File: src/rtl/fcd_pkg.sv
package fcd_pkg;
    typedef enum logic [1:0] {
        ST_DOWN   = 2'd0,
        ST_SETTLE = 2'd1,
        ST_RUN    = 2'd2,
        ST_LOST   = 2'd3
    } fcd_state_e;
endpackage

File: src/rtl/fcd_frame_mon.sv
module fcd_frame_mon #(
    parameter int BITS       = 7,
    parameter int LOSS_LIMIT = 14,
    localparam int IDX_W = (BITS > 1) ? $clog2(BITS) : 1
) (
    input  logic             clk,
    input  logic             rst_n,
    input  logic             frame_in,
    output logic             word_start,
    output logic             cap_en,
    output logic [IDX_W-1:0] cap_idx,
    output logic             word_done,
    output logic             link_lost
);
    localparam int CNT_W = $clog2(BITS + 1);
    localparam int GAP_W = $clog2(LOSS_LIMIT + 1);

    logic             frame_q;
    logic [CNT_W-1:0] pos_cnt;
    logic [GAP_W-1:0] gap_cnt;
    logic             done_q;

    assign word_start = frame_in & ~frame_q;

    always_comb begin
        cap_en  = word_start | (pos_cnt < CNT_W'(BITS));
        cap_idx = word_start ? '0 : IDX_W'(pos_cnt);
    end

    always_ff @(posedge clk) begin
        if (!rst_n) begin
            frame_q <= 1'b0;
            pos_cnt <= CNT_W'(BITS);
            gap_cnt <= '0;
            done_q  <= 1'b0;
        end else begin
            frame_q <= frame_in;
            if (word_start)
                pos_cnt <= CNT_W'(1);
            else if (pos_cnt < CNT_W'(BITS))
                pos_cnt <= pos_cnt + CNT_W'(1);
            done_q <= cap_en && (cap_idx == IDX_W'(BITS - 1));
            if (word_start)
                gap_cnt <= '0;
            else if (gap_cnt != GAP_W'(LOSS_LIMIT))
                gap_cnt <= gap_cnt + GAP_W'(1);
        end
    end

    assign word_done = done_q;
    assign link_lost = (gap_cnt == GAP_W'(LOSS_LIMIT));

    // a framing edge always clears the loss flag on the next clock
    assert_edge_clears_loss_R8: assert property (@(posedge clk) disable iff (!rst_n)
        word_start |=> !link_lost);
endmodule

File: src/rtl/fcd_lane_cap.sv
module fcd_lane_cap #(
    parameter int LANES = 3,
    parameter int BITS  = 7,
    localparam int IDX_W = (BITS > 1) ? $clog2(BITS) : 1
) (
    input  logic                  clk,
    input  logic                  rst_n,
    input  logic                  cap_en,
    input  logic [IDX_W-1:0]      cap_idx,
    input  logic [LANES-1:0]      lanes_in,
    output logic [LANES*BITS-1:0] word_buf
);
    for (genvar k = 0; k < LANES; k++) begin : g_lane
        logic [BITS-1:0] lane_bits;
        always_ff @(posedge clk) begin
            if (!rst_n)
                lane_bits <= '0;
            else if (cap_en)
                lane_bits[cap_idx] <= lanes_in[k];
        end
        assign word_buf[k*BITS +: BITS] = lane_bits;
    end
endmodule

File: src/rtl/fcd_ctrl.sv
module fcd_ctrl
    import fcd_pkg::*;
#(
    parameter int SETTLE_W = 8
) (
    input  logic                clk,
    input  logic                rst_n,
    input  logic                pwr_n,
    input  logic [SETTLE_W-1:0] settle_words,
    input  logic                link_lost,
    input  logic                word_done,
    output logic                emit
);
    fcd_state_e          state, state_nxt;
    logic [SETTLE_W-1:0] wcnt;

    always_ff @(posedge clk) begin
        if (!rst_n) begin
            state <= ST_SETTLE;
            wcnt  <= '0;
        end else begin
            state <= state_nxt;
            if (state != ST_SETTLE)
                wcnt <= '0;
            else if (word_done && wcnt < settle_words)
                wcnt <= wcnt + SETTLE_W'(1);
        end
    end

    always_comb begin
        state_nxt = state;
        unique case (state)
            ST_DOWN:   if (pwr_n)                state_nxt = ST_SETTLE;
            ST_SETTLE: if (wcnt >= settle_words) state_nxt = ST_RUN;
            ST_RUN:    if (link_lost)            state_nxt = ST_LOST;
            ST_LOST:   if (!link_lost)           state_nxt = ST_RUN;
            default:                             state_nxt = ST_SETTLE;
        endcase
        if (!pwr_n)
            state_nxt = ST_DOWN;
    end

    always_comb begin
        emit = (state == ST_RUN) && pwr_n && !link_lost && word_done;
    end
endmodule

File: src/rtl/fclk_deser.sv
module fclk_deser #(
    parameter int LANES      = 3,
    parameter int BITS       = 7,
    parameter int LOSS_LIMIT = 14,
    parameter int SETTLE_W   = 8
) (
    input  logic                  clk,
    input  logic                  rst_n,
    input  logic                  pwr_n,
    input  logic [SETTLE_W-1:0]   settle_words,
    input  logic                  frame_lane,
    input  logic [LANES-1:0]      data_lanes,
    output logic [LANES*BITS-1:0] word_out,
    output logic                  word_stb,
    output logic                  link_lost
);
    localparam int WORD_W = LANES * BITS;
    localparam int IDX_W  = (BITS > 1) ? $clog2(BITS) : 1;

    logic              word_start, cap_en, word_done, emit;
    logic [IDX_W-1:0]  cap_idx;
    logic [WORD_W-1:0] word_buf;
    logic              past_ok;

    fcd_frame_mon #(.BITS(BITS), .LOSS_LIMIT(LOSS_LIMIT)) u_frame (
        .clk(clk), .rst_n(rst_n), .frame_in(frame_lane),
        .word_start(word_start), .cap_en(cap_en), .cap_idx(cap_idx),
        .word_done(word_done), .link_lost(link_lost)
    );

    fcd_lane_cap #(.LANES(LANES), .BITS(BITS)) u_cap (
        .clk(clk), .rst_n(rst_n), .cap_en(cap_en), .cap_idx(cap_idx),
        .lanes_in(data_lanes), .word_buf(word_buf)
    );

    fcd_ctrl #(.SETTLE_W(SETTLE_W)) u_ctrl (
        .clk(clk), .rst_n(rst_n), .pwr_n(pwr_n), .settle_words(settle_words),
        .link_lost(link_lost), .word_done(word_done), .emit(emit)
    );

    always_ff @(posedge clk) begin
        if (!rst_n) begin
            word_out <= '0;
            word_stb <= 1'b0;
            past_ok  <= 1'b0;
        end else begin
            word_stb <= emit;
            past_ok  <= 1'b1;
            if (emit)
                word_out <= word_buf;
        end
    end

    assert_single_pulse_R3: assert property (@(posedge clk) disable iff (!rst_n)
        word_stb |=> !word_stb);
    assert_hold_without_strobe_R4: assert property (@(posedge clk) disable iff (!rst_n)
        (past_ok && !word_stb) |-> $stable(word_out));
    assert_quiet_in_powerdown_R5: assert property (@(posedge clk) disable iff (!rst_n)
        !pwr_n |=> !word_stb);
    assert_quiet_when_lost_R7: assert property (@(posedge clk) disable iff (!rst_n)
        link_lost |-> !word_stb);
endmodule

File: config.mk
export PLATFORM = sky130hd
export DESIGN_NAME = fclk_deser
export DESIGN_NICKNAME = d
export VERILOG_FILES = /design/src/rtl/fcd_pkg.sv /design/src/rtl/fcd_frame_mon.sv /design/src/rtl/fcd_lane_cap.sv /design/src/rtl/fcd_ctrl.sv /design/src/rtl/fclk_deser.sv
export SDC_FILE = /design/constraint.sdc
export NUM_CORES = 1
export LEC_CHECK = 0
export BUFFER_PORTS_ARGS = -buffer_cell sky130_fd_sc_hd__buf_2
export CAP_MARGIN = 20
export CORE_MARGIN = 2
export CORE_UTILIZATION = 61
export DETAILED_ROUTE_END_ITERATION = 10
export HOLD_SLACK_MARGIN = 0.12
export PLACE_DENSITY = 0.84
export SYNTH_ARGS = -nofsm -noshare
export SYNTH_HDL_FRONTEND = slang
export SYNTH_SLANG_ARGS = --single-unit
File: constraint.sdc
create_clock -name clk -period 3.55 [get_ports clk]
set_input_delay 0.5325 -clock clk [delete_from_list [all_inputs] [get_ports clk]]
set_output_delay 0.5325 -clock clk [all_outputs]
set_load 0.02 [all_outputs]
==> impl_metrics.env <==
export IMPL_finalSetupTns_ns=0
export IMPL_critPathArrivalTime_ns=2.36
export IMPL_synthCells=302
export IMPL_clock_sinks=62
export IMPL_final_area_sq_um=3210
export IMPL_final_cell_mix="62 x dfxtp_1, 55 x nand2_1, 37 x buf_2"
export IMPL_startpoint_type="register"
export IMPL_synth_top_family_by_area="simple AND/OR/NAND/NOR gates"
export IMPL_worst_slack_ns=1.41
export IMPL_fin_nets=365
export IMPL_finalPower_mw=1.49
export IMPL_rsz0062_at_grt="no"
export IMPL_ys_ff_latch=62
export IMPL_max_slew_worst_pin_slew_ns=0.851
export IMPL_grt_start_max_net_pins=54
export IMPL_synthSimpleGateAreaFrac_pct=23.9
export IMPL_grt_pass1_vias=2072
export IMPL_cts_buffers=9
export IMPL_postCtsResizedCells=0
export IMPL_hold_viol=0
export IMPL_wire_per_inst_um=13.5
export IMPL_synth_mux_area_fraction_pct=6.47
export IMPL_fin_crit_ns=2.14
export IMPL_yosysSeqAreaShare_pct=44.6
export IMPL_p_per_area_nw_per_um2=465
export IMPL_slew_headroom_pct=43.3
export IMPL_post_dp_cell_area_sq_um=2990
export IMPL_hold_ws_ns=0.427
export IMPL_dr_pass1_iters=4
export IMPL_period_share_pct=60.3
export IMPL_cts_tree="yes"
export IMPL_synth_cell_types=38
export IMPL_ant_nets=0
export IMPL_pre_cts_ws_ns=1.25
export IMPL_rr_worst_depth=7
export IMPL_drv_slew=0
export IMPL_worstHoldPathCells=2
export IMPL_dieWidth_um=71.6
export IMPL_status="finished, final reports clean"
export IMPL_maxCapViolCount=0
export IMPL_insertion_delay_ns=0.34
export IMPL_via_per_inst=5.55
export IMPL_endpoint_kind="register"
export IMPL_final_common_cell="dfxtp_1"
export IMPL_h_tree_depth=3
export IMPL_coreArea_sq_um=4380
export IMPL_synth_compound_area_share_pct=15.7
export IMPL_n_antenna_cell=0
export IMPL_ir_drop_uv=336
export IMPL_synth_edf_count=0
export IMPL_post_route_drc_count=0
export IMPL_start_util_pct=63.5
export IMPL_max_freq_ghz=0.467
export IMPL_crit_path_max_fanout=21
export IMPL_die_y_um=71.6
export IMPL_syn_avg_cell_area_sq_um=9.22
export IMPL_holdCritPathClass="primary input to register"
export IMPL_ys_warnings_count=0
export IMPL_grt_usage_pct=22.9
export IMPL_setup_violations=0
export IMPL_clk_pin_slew_ns=0.07
export IMPL_leakage_nw=1.30
export IMPL_finalWirelength_um=5350
export IMPL_die_area_sq_um=5120
export IMPL_rows=24
export IMPL_synth_fp_nets=329
export IMPL_crit_type="register to register"
export IMPL_worstPathRequired_ns=3.77
export IMPL_syn_cell_area_sq_um=2780
export IMPL_finalClockSkew_ns=0.00333
export IMPL_gp_congestion=0.834
export IMPL_synth_xor_area_share_pct=0.315
export IMPL_vias=2193
export IMPL_synth_adder_area_share_pct=5.39
export IMPL_drive_above_1_share_pct=19.0
export IMPL_area_growth_pct=15.2
export IMPL_cts_buffer_depth=2
export IMPL_synth_async_reset_ratio_pct=0
export IMPL_grt_pass1_wl_um=9080
export IMPL_gr_total_overflow=0
export IMPL_root_buffer="clkbuf_8"
export IMPL_antenna_found_initial=0
export IMPL_first_iter_violations=169
export IMPL_synth_main_ff_cell="dfxtp_1"
export IMPL_cts_setup_buffers=0
export IMPL_hold_buffers=0
export IMPL_io_buffers=37
export IMPL_io_pins=38
export IMPL_post_dp_hpwl_um=3650
-- worst max-delay path: stages (launching register included) --
cell and delay [ns]:
dfxtp_1 0.41, inv_1 0.08, ha_1 0.23, nand3_1 0.21, nand2_1 0.14, or3_1 0.68
nand2_1 0.18, a21boi_0 0.09
-- routing by layer --
layer / GRT usage (%) / vias up / wire length (um)
met1: 27.1 / 1027 / 2320
met5: 0 / - / 0
met2: 38.4 / 43 / 2710
met4: 12.2 / 0 / 110
met3: 5.34 / 12 / 203
li1: - / 1111 / -
-- cells by family (layout without fill, tap and decap cells) --
family / count (synthesis) / after routing
AO/OA/AOI/OAI: 60 / 60
adder cells (fa/ha/maj): 12 / 12
AND/OR/NAND/NOR: 124 / 124
buffers and inverters: 25 / 66
XOR/XNOR: 1 / 1
flip-flops: 62 / 62
multiplexers: 18 / 18
-- synth_stat cells (all sizes together) (2+ instances only) --
| master | instances | area (sq um) |
|---|---|---|
| nand3 | 11 | 55.1 |
| mux2i | 18 | 180 |
| nand4 | 3 | 18.8 |
| a21oi | 13 | 87.6 |
| inv | 11 | 41.3 |
| o211ai | 3 | 41.3 |
| ha | 12 | 150 |
| buf | 6 | 30.0 |
| and2 | 5 | 31.3 |
| or3 | 6 | 37.5 |
| nor3 | 6 | 40.0 |
| or4 | 2 | 15.0 |
| clkbuf | 8 | 30.0 |
| nand3b | 3 | 22.5 |
| nand2 | 55 | 206 |
| o21a | 2 | 15.0 |
| nor2 | 6 | 22.5 |
| o31ai | 2 | 15.0 |
| o21ai | 9 | 45.0 |
| a31oi | 3 | 18.8 |
| nor2b | 21 | 139 |
| dfxtp | 62 | 1240 |
| a21boi | 24 | 180 |
| nor4b | 2 | 47.6 |
-- final cells by class --
type | count | area [sq um]
multi-input combinational | 215 | 1440
clock buffer | 13 | 179
timing repair buffer | 39 | 200
fill | 334 | 1180
tap | 52 | 65.1
inverter | 11 | 41.3
sequential | 62 | 1240
clock inverter | 3 | 40.0
-- power breakdown --
| part | leakage, nW | total, mW | internal, mW | switching, mW |
|---|---|---|---|---|
| sequential | 0.502 | 0.733 | 0.712 | 0.0205 |
| clock | 0.115 | 0.663 | 0.398 | 0.264 |
| combinational | 0.681 | 0.0966 | 0.0455 | 0.0511 |
-- state kept, by name (all words and copies together) (netlist names) --
register and flops:
u_frame.word_done 1, u_frame.gap_cnt 4, u_frame.frame_q 1, u_cap.g_lane.lane_bits 21, u_ctrl.state 2, word_out 21, word_stb 1, u_frame.pos_cnt 3
u_ctrl.wcnt 8
-- final timing paths --
check,start,to,slack [ns]
setup / recovery,u_frame.gap_cnt[0],word_out[13],1.41
hold / removal,frame_lane,u_frame.frame_q,0.43
setup reg to reg,u_frame.gap_cnt[0],word_out[13],1.41
hold reg to reg,word_out[9],word_out[9],0.46
-- metrics by stage --
stage,std cells,utilization (%)
after floorplan,302,-
after global placement,379,68.2
after detailed placement,379,68.2
after CTS,395,73.2
after global routing,395,73.2
final,395,73.2
No activity file was read; power rests on OpenSTA's default activity.
